==> src/rtl/top2_pkg.sv <==
// Shared constants and types for the top-two priority encoder.
// Assumes exactly eight request lines; the index width follows from that.
package top2_pkg;
    localparam int LINES = 8;
    localparam int IDX_W = $clog2(LINES);
    typedef logic [IDX_W-1:0] idx_t;
    typedef logic [LINES-1:0] lines_t;
endpackage

==> src/rtl/prio_enc_lo.sv <==
// Active-low priority encoder. The highest-numbered low input wins.
// Output: the complemented index, plus an active-high "any" flag.
// Assumes: when no input is low, the code is all ones.
module prio_enc_lo #(
    parameter int LINES = top2_pkg::LINES,
    localparam int IDX_W = $clog2(LINES)
) (
    input  logic [LINES-1:0] lines_n,
    output logic [IDX_W-1:0] idx_n,
    output logic             any
);
    // Scan upward so that the last (highest) low line found wins.
    always_comb begin
        idx_n = '1;
        any   = 1'b0;
        for (int i = 0; i < LINES; i++) begin
            if (!lines_n[i]) begin
                idx_n = ~IDX_W'(i);
                any   = 1'b1;
            end
        end
    end
endmodule

==> src/rtl/idx_dec_lo.sv <==
// Decodes an active-low index into a one-hot active-low select.
// Assumes: when enable is low, no select line is driven low.
module idx_dec_lo #(
    parameter int LINES = top2_pkg::LINES,
    localparam int IDX_W = $clog2(LINES)
) (
    input  logic [IDX_W-1:0] idx_n,
    input  logic             enable,
    output logic [LINES-1:0] sel_n
);
    genvar g;
    generate
        for (g = 0; g < LINES; g++) begin : g_sel
            // Drive line g low only when it is the enabled decoded index.
            assign sel_n[g] = !(enable && ((~idx_n) == IDX_W'(g)));
        end
    endgenerate
endmodule

==> src/rtl/line_cancel.sv <==
// Cancels the selected request line with one XNOR per line.
// A low select against a low request gives 1 (the line is cancelled).
// A high select passes the request through unchanged.
// Assumes the select is low only on a line that is itself low.
module line_cancel #(
    parameter int LINES = top2_pkg::LINES
) (
    input  logic [LINES-1:0] req_n,
    input  logic [LINES-1:0] sel_n,
    output logic [LINES-1:0] masked_n
);
    genvar g;
    generate
        for (g = 0; g < LINES; g++) begin : g_xnor
            // Per-line XNOR of the request with its select.
            assign masked_n[g] = ~(req_n[g] ^ sel_n[g]);
        end
    endgenerate
endmodule

==> src/rtl/top2_prio_enc.sv <==
// Top-two priority encoder.
// Chain: encode the winner, decode it to a mask, cancel the winner,
// then encode again to get the runner-up.
// REG_OUT=1 adds one output register with a synchronous active-low reset.
// The clock also samples the built-in checks when REG_OUT=0.
module top2_prio_enc #(
    parameter bit REG_OUT = 1'b0
) (
    input  logic                      clk,
    input  logic                      rst_n,
    input  logic [top2_pkg::LINES-1:0] req_n,
    output logic [top2_pkg::IDX_W-1:0] first_idx_n,
    output logic                      first_valid,
    output logic [top2_pkg::IDX_W-1:0] second_idx_n,
    output logic                      second_valid
);
    import top2_pkg::*;

    idx_t   win_idx_n, run_idx_n;
    logic   win_any, run_any;
    lines_t sel_n, masked_n;

    prio_enc_lo #(.LINES(LINES)) u_enc_first (
        .lines_n (req_n),
        .idx_n   (win_idx_n),
        .any     (win_any)
    );

    idx_dec_lo #(.LINES(LINES)) u_dec (
        .idx_n  (win_idx_n),
        .enable (win_any),
        .sel_n  (sel_n)
    );

    line_cancel #(.LINES(LINES)) u_cancel (
        .req_n    (req_n),
        .sel_n    (sel_n),
        .masked_n (masked_n)
    );

    prio_enc_lo #(.LINES(LINES)) u_enc_second (
        .lines_n (masked_n),
        .idx_n   (run_idx_n),
        .any     (run_any)
    );

    generate
        if (REG_OUT) begin : g_reg
            // Capture both results each cycle; reset clears valids and idles indices.
            always_ff @(posedge clk) begin
                if (!rst_n) begin
                    first_idx_n  <= '1;
                    first_valid  <= 1'b0;
                    second_idx_n <= '1;
                    second_valid <= 1'b0;
                end else begin
                    first_idx_n  <= win_idx_n;
                    first_valid  <= win_any;
                    second_idx_n <= run_idx_n;
                    second_valid <= run_any;
                end
            end

            // registered outputs repeat the previous cycle's combinational result.
            assert_reg_delay_R9: assert property (@(posedge clk) disable iff (!rst_n)
                $past(rst_n) |-> (first_idx_n == $past(win_idx_n)) && (first_valid == $past(win_any))
                    && (second_idx_n == $past(run_idx_n)) && (second_valid == $past(run_any)));
            // the first edge after reset still shows cleared outputs.
            assert_reset_clear_R9: assert property (@(posedge clk) disable iff (!rst_n)
                !$past(rst_n) |-> !first_valid && !second_valid && (first_idx_n == '1) && (second_idx_n == '1));
        end else begin : g_comb
            // Pass the combinational results straight out.
            assign first_idx_n  = win_idx_n;
            assign first_valid  = win_any;
            assign second_idx_n = run_idx_n;
            assign second_valid = run_any;
        end
    endgenerate

    // the decoder selects at most one line.
    assert_sel_onehot_R5: assert property (@(posedge clk) disable iff (!rst_n)
        $onehot0(~sel_n));
    // a line is selected exactly when a winner exists.
    assert_sel_matches_win_R5: assert property (@(posedge clk) disable iff (!rst_n)
        win_any == ($countones(~sel_n) == 1));
    // cancelling changes exactly one line, or none when idle.
    assert_cancel_single_R6: assert property (@(posedge clk) disable iff (!rst_n)
        $countones(masked_n ^ req_n) == (win_any ? 1 : 0));
    // the changed line goes from asserted to released.
    assert_cancel_raises_R6: assert property (@(posedge clk) disable iff (!rst_n)
        ((masked_n ^ req_n) & masked_n) == (masked_n ^ req_n));
    // a runner-up exists only with a winner, and sits below it.
    assert_second_below_R7: assert property (@(posedge clk) disable iff (!rst_n)
        run_any |-> win_any && ((~run_idx_n) < (~win_idx_n)));
    // with no winner, the first code is idle.
    assert_idle_code_R2: assert property (@(posedge clk) disable iff (!rst_n)
        !win_any |-> (win_idx_n == '1));
    // with no runner-up, the second code is idle.
    assert_idle_code_R4: assert property (@(posedge clk) disable iff (!rst_n)
        !run_any |-> (run_idx_n == '1));
endmodule

==> config.mk <==
export PLATFORM = sky130hd
export DESIGN_NAME = top2_prio_enc
export DESIGN_NICKNAME = d
export VERILOG_FILES = /design/src/rtl/top2_pkg.sv /design/src/rtl/prio_enc_lo.sv /design/src/rtl/idx_dec_lo.sv /design/src/rtl/line_cancel.sv /design/src/rtl/top2_prio_enc.sv
export SDC_FILE = /design/constraint.sdc
export NUM_CORES = 1
export LEC_CHECK = 0
export BUFFER_PORTS_ARGS = -buffer_cell sky130_fd_sc_hd__buf_2
export CORE_AREA = 2 2 39 41
export DETAILED_ROUTE_END_ITERATION = 6
export DIE_AREA = 0 0 41 43
export PLACE_DENSITY = 0.44
export RECOVER_POWER = 100
export SLEW_MARGIN = 5
export SYNTH_ARGS = -nofsm -noshare
export SYNTH_HDL_FRONTEND = slang
export SYNTH_SLANG_ARGS = --single-unit
==> constraint.sdc <==
create_clock -name vclk -period 1.75
set_input_delay 0.175 -clock vclk [all_inputs]
set_output_delay 0.175 -clock vclk [all_outputs]
set_load 0.01 [all_outputs]
## Word-level counts from Yosys, hierarchy flattened

Cells that the tools add are included.

- Eq/ne operators: 7
- Muxes and demuxes: 30
- Bitwise gates (word level): 9
- Reductions and logical operators: 17

Operators by type and width:

| operator | count |
|---|---|
| $mux W3 | 8 |
| $mux W1 | 18 |
| $eq A3 B3 Y1 const B | 4 |
| $logic_and A1 B1 Y1 | 8 |
| $logic_not A1 Y1 | 8 |
| $mux W2 | 4 |
| $xor A1 B1 Y1 | 8 |
| $eq A3 B2 Y1 const B | 2 |
| $eq A3 B1 Y1 const B | 1 |
| $logic_not A3 Y1 | 1 |
| $not A3 Y3 | 1 |

- Register bits after elaboration: 0
- Bits of input ports: 10
- Word-level logic and storage cells: 63

## Logic depth before layout (Yosys ltp)

Gate-level depths: netlist of the first run.

- Depth in word-level cells: 20
- Gate-level depth with buffers: 6

## Cells and area by module

From an unflattened synthesis of the first run, not the netlist that was laid out.

- Cells, all modules: 42
- Area, all modules: 269.0 µm²

Modules (own cells, without submodules):

| module | instances | cells an instance | area each (µm²) | seq. area each (µm²) |
|---|---|---|---|---|
| prio_enc_lo | 2 | 13 | 61.3 | 0.0 |
| idx_dec_lo | 1 | 8 | 76.3 | 0.0 |
| line_cancel | 1 | 8 | 70.1 | 0.0 |

## Worst setup path before layout of the first run

Ideal clock, no wire load.

- Path kind: input-to-output
- Start point: in req_n[6] (netlist bit)
- End point: out second_idx_n[0] (netlist bit)
- Arrival: 0.985 ns
- Required time: 1.575 ns
- Setup slack: 0.590 ns
- Cell stages on the path: 6
- Cell sequence: buf_6 > and4_1 > buf_4 > nand3_1 > o21ai_1 > o221ai_1

- Longest elaborated chain between the ends: 14
- Elaborated cells on any way between the ends: 40

RTL lines:

| item | RTL line | source |
|---|---|---|
| start, declared | top2_prio_enc.sv:11 | `input logic [top2_pkg::LINES-1:0] req_n,` |
| $mux W3 (*) (2 in series) | prio_enc_lo.sv:17 | `if (!lines_n[i]) begin` |
| net first_idx_n (one bit) | top2_prio_enc.sv:12 | `output logic [top2_pkg::IDX_W-1:0] first_idx_n,` |
| $not A3 Y3 (*) | idx_dec_lo.sv:15 | `assign sel_n[g] = !(enable && ((~idx_n) == IDX_W'(g)));` |
| $eq A3 B1 Y1 | idx_dec_lo.sv:15 |  |
| $logic_and A1 B1 Y1 | idx_dec_lo.sv:15 |  |
| $logic_not A1 Y1 | idx_dec_lo.sv:15 |  |
| $xor A1 B1 Y1 | line_cancel.sv:16 | `assign masked_n[g] = ~(req_n[g] ^ sel_n[g]);` |
| $mux W1 | prio_enc_lo.sv:17 |  |
| $mux W2 (2 in series) | prio_enc_lo.sv:17 |  |
| $mux W3 (3 in series) | prio_enc_lo.sv:17 |  |
| $mux W3 (*) | prio_enc_lo.sv:17 |  |
| end, declared | top2_prio_enc.sv:14 | `output logic [top2_pkg::IDX_W-1:0] second_idx_n,` |

Mark *: on every way through the listed nets, which the timed path passes. The rest lies on a longest branch.

## Worst setup path after layout of the first run

- Start point: in req_n[5] (netlist bit)
- End point: out second_valid

- Longest elaborated chain between the ends: 16
- Elaborated cells on any way between the ends: 47

RTL lines:

| item | RTL line | source |
|---|---|---|
| $mux W3 (3 in series) | prio_enc_lo.sv:17 |  |
| $not A3 Y3 | idx_dec_lo.sv:15 |  |
| $logic_not A3 Y1 | idx_dec_lo.sv:15 |  |
| $logic_and A1 B1 Y1 | idx_dec_lo.sv:15 |  |
| $logic_not A1 Y1 | idx_dec_lo.sv:15 |  |
| $xor A1 B1 Y1 | line_cancel.sv:16 |  |
| $mux W1 (7 in series) | prio_enc_lo.sv:17 |  |
| $mux W1 (*) | prio_enc_lo.sv:17 |  |
| end, declared | top2_prio_enc.sv:15 | `output logic second_valid` |

Mark *: on every way between the ends. The rest lies on a longest branch, timed or not.

==> out/metrics.csv, run 1 <==
stage,metric,value,unit
min_path,Hold Path Cell Cnt,3,
layout,most frequent cells in the layout,"11 x buf_2, 7 x nand2_1, 5 x clkbuf_1, 4 x nand3_1",
worst_setup_path,Worst Path Required,1.57,ns
min_path,worst hold path class,primary input to output pin,
worst_setup_path,family with the most delay on the worst path,compound AO/OA/AOI/OAI gates,
grt,total global routing overflow,0,
timing,Max Transition Viols Final,0,
worst_setup_path,nature of the critical path startpoint,primary input,
timing,Max Fclk,735,MHz
placed_design,number of I/O port buffers,16,
die,die area,0.00176,mm^2
power_and_ir_drop,Max VDD drop,73.5,uV
worst_setup_path,CP cell instances,"buf_2, and4_1, o2111ai_1, a32o_1, clkbuf_1",
worst_setup_path,CP Class,primary input to output pin,
timing,max_slew headroom,85.8,%
timing,Setup Viol. Count Final,0,
layout,Register Area,0,um^2
detailed_routing,final wirelength,749,um
layout,layout cells sized above 1,28.3,%
layout,clock buf count,0,
detailed_routing,DR iter-0 viols,0,
grt,Overall Global Routing Usage,9.09,%
worst_setup_path,CP Max Fanout,13,
synthesis,post-synthesis sequential area ratio,0,%
timing,hold slack,0.662,ns
status,run status,completed,
layout,Fillers,172,
synthesis,Yosys cell types,26,
worst_setup_path,critical path arrival,1.19,ns
grt,first-pass GRT wire length,1230,um
timing,fin crit period,1.36,ns
detailed_routing,WL/cell,10.9,um
layout,"commonest non-fill, non-tap cell in the layout",buf_2,
synthesis,Yosys warnings,0,
detailed_routing,DR vias/cell,4.87,
worst_setup_path,Critical Path Sink Type,output pin,
synthesis,Post-Syn Nets,53,
power_and_ir_drop,leak pwr,0.142,nW
clock_tree,hold buffer count at CTS,0,
clock_tree,post-CTS setup buffer count,0,
die,Site Rows,14,
worst_setup_path,Stages on worst setup path,5,
layout,antenna cells,0,
grt,largest net degree at the start of global routing,14,
synthesis,syn avg cell area,7.25,um^2
die,chip height,43,um
synthesis,mapped cell area,312,um^2
layout,Multi-input gate area,244,um^2
clock_tree,post-CTS sizing,0,
detailed_routing,Via Count,336,
timing,setup total negative slack,0,ns
worst_setup_path,"Buf+Inv Stages, Crit Path",2,
die,core area,0.00138,mm^2
detailed_routing,DRC,0,
flow_run,max-cap check violation count,0,
worst_setup_path,CP peak stage delay,0.32,ns
die,IO Pins,18,
synthesis,Synth Instances,43,
placed_design,gpl congestion,0.660,
timing,Final Hold Violating Endpoints,0,
layout,Layout Nets,65,
timing,final worst-path cycle share,77.7,%
worst_setup_path,crit path max-delay cell type,and4_1,
power_and_ir_drop,Power Dens Cells,239,mW/mm^2
grt,vias in the first global route,285,
detailed_routing,DRT antenna net count,0,
die,Die X,41,um
placed_design,dpl hpwl,546,um
timing,RSZ-0062 raised after global routing,false,
timing,Slew @ Worst Pin,0.213,ns
layout,Syn-to-layout area delta,8.43,%
grt,initial antenna violation count,0,
die,Starting Density,22.5,%
layout,seq_cells,0,
detailed_routing,DR pass1 iterations,1,
==> synthesized netlist by cell type <==
cell type | instances | share of area (%)
nand2_1 | 7 | 8.4
nand3_1 | 4 | 6.4
clkbuf_8 | 3 | 13
a31oi_1 | 2 | 4.0
buf_4 | 2 | 4.8
maj3_1 | 2 | 6.4
nand2b_1 | 2 | 4.0
nor2_1 | 2 | 2.4
o221ai_1 | 2 | 5.6
a211o_1 | 1 | 2.8
a21bo_2 | 1 | 3.2
a21boi_0 | 1 | 2.4
a21o_1 | 1 | 2.4
a21o_2 | 1 | 2.8
a21oi_1 | 1 | 1.6
a32o_1 | 1 | 3.2
and3_1 | 1 | 2.0
and3_2 | 1 | 2.4
and4_1 | 1 | 2.8
buf_6 | 1 | 3.6
mux2_2 | 1 | 3.6
nand4_1 | 1 | 2.0
o2111ai_1 | 1 | 2.8
o211ai_1 | 1 | 2.4
o21ai_1 | 1 | 1.6
xnor2_1 | 1 | 2.8
==> cell families (layout without fill, tap and decap cells) <==
| kind of cell | after synthesis | after routing | share of synthesized area [%] |
|---|---|---|---|
| AO/OA/AOI/OAI | 14 | 14 | 34.9 |
| XOR/XNOR | 1 | 1 | 2.81 |
| adder cells (fa/ha/maj) | 2 | 2 | 6.43 |
| buffers and inverters | 6 | 16 | 21.7 |
| multiplexers | 1 | 1 | 3.61 |
| AND/OR/NAND/NOR | 19 | 19 | 30.5 |
==> power by group <==
part           total [mW]  internal (mW)  switching (mW)
clock                   0              0               0
combinational      0.0808         0.0349          0.0460
sequential              0              0               0
==> metal layers <==
metal / global-route usage (%) / share of wire [%] / vias to the layer above
li1: - / - / 185
met1: 13.6 / 48 / 148
met5: 0 / 0 / -
met4: 0 / 0 / 0
met3: 0 / 2.4 / 0
met2: 15.0 / 49 / 3
==> layout make-up <==
class	count	area share, %
Multi-Input combinational cell	37	72.2
Timing Repair Buffer	16	21.9
Tap cell	16	5.93
==> worst paths after layout <==
| check | start | to | slack [ns] |
|---|---|---|---|
| setup / recovery | req_n[5] | second_valid | 0.39 |
| hold / removal | req_n[1] | first_valid | 0.66 |
==> metrics by stage <==
| step | std cells | util, % | cell area (um^2) | power (mW) | setup slack (ns) |
|---|---|---|---|---|---|
| after floorplan | 43 | - | 312 | 0.0650 | 0.590 |
| after global placement | 69 | 24.9 | 344 | 0.0830 | 0.395 |
| after detailed placement | 69 | 24.9 | 344 | 0.0830 | 0.378 |
| after CTS | 69 | 24.9 | 344 | 0.0832 | 0.384 |
| after global routing | 69 | 24.4 | 338 | 0.0901 | 0.324 |
| final | 69 | 24.4 | 338 | 0.0808 | 0.390 |
Power figures use the tool's default switching activity.
==> inputs of run 2 (changes only) <==
--- a/config.mk
+++ b/config.mk
@@ -5,11 +5,12 @@
 export SDC_FILE = /design/constraint.sdc
 export NUM_CORES = 1
 export LEC_CHECK = 0
+export ABC_AREA = 1
 export BUFFER_PORTS_ARGS = -buffer_cell sky130_fd_sc_hd__buf_2
 export CORE_AREA = 2 2 39 41
 export DETAILED_ROUTE_END_ITERATION = 6
 export DIE_AREA = 0 0 41 43
-export PLACE_DENSITY = 0.44
+export PLACE_DENSITY = 0.38
 export RECOVER_POWER = 100
 export SLEW_MARGIN = 5
 export SYNTH_ARGS = -nofsm -noshare
==> constraint.sdc (replaced) <==
create_clock -name vclk -period 1.35
set_input_delay 0.135 -clock vclk [all_inputs]
set_output_delay 0.135 -clock vclk [all_outputs]
set_load 0.01 [all_outputs]
==> out/metrics.csv, run 2 <==
stage,metric,value,unit,change
status,run status,completed,,unchanged
synthesis,Synth top area share,27.0,%,was 13.3%
die,Die X,41,um,unchanged
layout,Register Area,0,um^2,unchanged
power_and_ir_drop,Power Internal,67.7,uW,was 34.9 uW
detailed_routing,WL/cell,8.38,um,was 10.9 um
synthesis,Yosys warnings,0,,unchanged
worst_setup_path,CP Class,primary input to output pin,,unchanged
synthesis,Synth Instances,45,,was 43
placed_design,number of I/O port buffers,16,,unchanged
synthesis,"top cells by area, synth","nand2_1 27%, inv_1 9.5%, nand2_2 7.9%",,"was clkbuf_8 13%, nand2_1 8.4%, maj3_1 6.4%"
layout,Finished Layout Cells,86,,was 69
detailed_routing,DR pass1 iterations,4,,was 1
timing,Max Transition Viols Final,0,,unchanged
layout,clock buf count,0,,unchanged
detailed_routing,DRC,0,,unchanged
timing,RSZ-0062 raised after global routing,true,,was false
grt,initial antenna violation count,0,,unchanged
grt,first-pass GRT wire length,1000,um,was 1230 um
synthesis,"top cells by count, synth","17 x nand2_1, 6 x inv_1, 4 x inv_2, 3 x nand2_2, 3 x nand3_1",,"was 7 x nand2_1, 4 x nand3_1, 3 x clkbuf_8"
worst_setup_path,critical path arrival,1.20,ns,was 1.19 ns
timing,Setup Viol. Count Final,0,,unchanged
worst_setup_path,Critical Path Sink Type,output pin,,unchanged
grt,largest net degree at the start of global routing,5,,was 14
placed_design,dpl hpwl,591,um,was 546 um
layout,Layout Nets,82,,was 65
synthesis,Yosys cell types,16,,was 26
die,core area,0.00138,mm^2,unchanged
die,die area,0.00176,mm^2,unchanged
power_and_ir_drop,leak pwr,0.257,nW,was 0.142 nW
layout,Syn-to-layout area delta,102,%,was 8.43%
synthesis,Post-Syn Nets,55,,was 53
power_and_ir_drop,Max VDD drop,92.5,uV,was 73.5 uV
power_and_ir_drop,Flop pwr share,0,%,about the same
layout,layout cells sized above 1,68.6,%,was 28.3%
placed_design,gpl congestion,0.703,,was 0.660
worst_setup_path,nature of the critical path startpoint,primary input,,unchanged
die,Site Rows,14,,unchanged
layout,most frequent cells in the layout,"11 x nand2_1, 11 x buf_2, 10 x buf_4, 8 x nand2_2, 6 x inv_1",,"was 11 x buf_2, 7 x nand2_1, 5 x clkbuf_1, 4 x nand3_1"
synthesis,most frequent cell after synthesis,nand2_1,,unchanged
timing,Max Fclk,747,MHz,
die,chip height,43,um,unchanged
detailed_routing,DRT antenna net count,0,,unchanged
placed_design,# placed instances,86,,was 69
timing,Final Hold Violating Endpoints,0,,unchanged
timing,fin crit period,1.34,ns,
synthesis,post-synthesis sequential area ratio,0,%,unchanged
power_and_ir_drop,Switch Pwr,76.5,uW,was 46.0 uW
detailed_routing,DR vias/cell,4.07,,was 4.87
placed_design,placed cell areas,404,um^2,was 344 um^2
grt,total global routing overflow,0,,unchanged
detailed_routing,DR iter-0 viols,3,,was 0
detailed_routing,final wirelength,721,um,was 749 um
power_and_ir_drop,combinational power share,100.0,%,about the same
synthesis,syn avg cell area,5.26,um^2,was 7.25 um^2
timing,Slew @ Worst Pin,0.179,ns,was 0.213 ns
layout,final instance area,478,um^2,was 338 um^2
power_and_ir_drop,Power Dens Cells,302,mW/mm^2,was 239 mW/mm^2
detailed_routing,Via Count,350,,was 336
layout,antenna cells,0,,unchanged
layout,seq_cells,0,,unchanged
synthesis,largest area contributor in the netlist,nand2_1,,was clkbuf_8
grt,Overall Global Routing Usage,7.59,%,was 9.09%
min_path,worst hold path class,primary input to output pin,,unchanged
worst_setup_path,Worst Path Required,1.22,ns,was 1.57 ns
power_and_ir_drop,Net Sw Frac,53.0,%,was 56.9%
worst_setup_path,CP Max Fanout,3,,was 13
layout,Final Util,34.5,%,was 24.4%
timing,final worst-path cycle share,99.2,%,
flow_run,max-cap check violation count,0,,unchanged
timing,max_slew headroom,88.0,%,was 85.8%
die,IO Pins,18,,unchanged
die,Starting Density,17.1,%,was 22.5%
synthesis,mapped cell area,236,um^2,was 312 um^2
grt,vias in the first global route,268,,was 285
power_and_ir_drop,Clock power frac,0,%,about the same
## run 2: changes by cell type after synthesis, sizes merged, moves of 3 or more
cell / previous run / this run
buf: 3 / 0
clkbuf: 3 / 0
inv: 0 / 10
nand2: 7 / 21
## run 2: kinds of logic after synthesis
logic type	count (synthesis)	share of synthesized area, %
buffers and inverters	10	15.9
AO/OA/AOI/OAI	4	15.3
AND/OR/NAND/NOR	31	68.8
## run 2: worst max-delay path, cell delays in order
cell	delay, ns
buf_6	0.10
inv_4	0.04
nand2_2	0.04
nand2_1	0.05
nand2_1	0.06
nand2_2	0.10
nand2_2	0.08
nand2_2	0.08
nand3_2	0.07
nand2_2	0.08
nand2_2	0.06
a21oi_2	0.11
nand3_2	0.08
buf_6	0.12
## run 2: stage by stage
step                      TNS (ns)  total power [mW]  hold slack (ns)  setup WS [ns]
after floorplan                  0            0.0666            0.396          0.182
after global placement     -0.0544             0.122            0.639        -0.0456
after detailed placement   -0.0398             0.122            0.641        -0.0303
after CTS                        0             0.128            0.619        0.00234
after global routing        -0.234             0.159            0.675        -0.0838
final                            0             0.144            0.653         0.0113
## run 2: path summary, 6_finish.rpt
kind / from / to / slack (ns) / depth (start not counted)
setup / recovery: req_n[1] / second_valid / 0.01 / 14
hold / removal: req_n[0] / second_valid / 0.65 / 5
## run 2: per-layer routing
layer	up-vias	wire length, um	track usage, %
met1	154	295	10.8
met3	0	35	0
met5	-	0	0
li1	189	-	-
met4	0	0	0
met2	7	390	13.1
## run 2: layout make-up
cell class,count,area [um^2]
multi-input cells,35,240
well taps,16,20.0
inverters,10,42.5
repair buffers,25,175
fillers,172,906
## run 2: what timing repair did
| action | 4_1_cts | 5_1_grt |
|---|---|---|
| setup endpoints to repair | 2 | 4 |
| hold buffers | 0 | 0 |
| buffers inserted | 0 | 0 |
| resized for setup | 6 | 14 |
| pin swaps | 3 | 18 |
| cloned | 0 | 0 |
## run 2: power by group through the flow
stage / clock network (mW) / registers [mW] / logic, mW
finish: 0 / 0 / 0.144
global route: 0 / 0 / 0.159
CTS: 0 / 0 / 0.128
detailed placement: 0 / 0 / 0.122
global placement: 0 / 0 / 0.122
floorplan: 0 / 0 / 0.0666
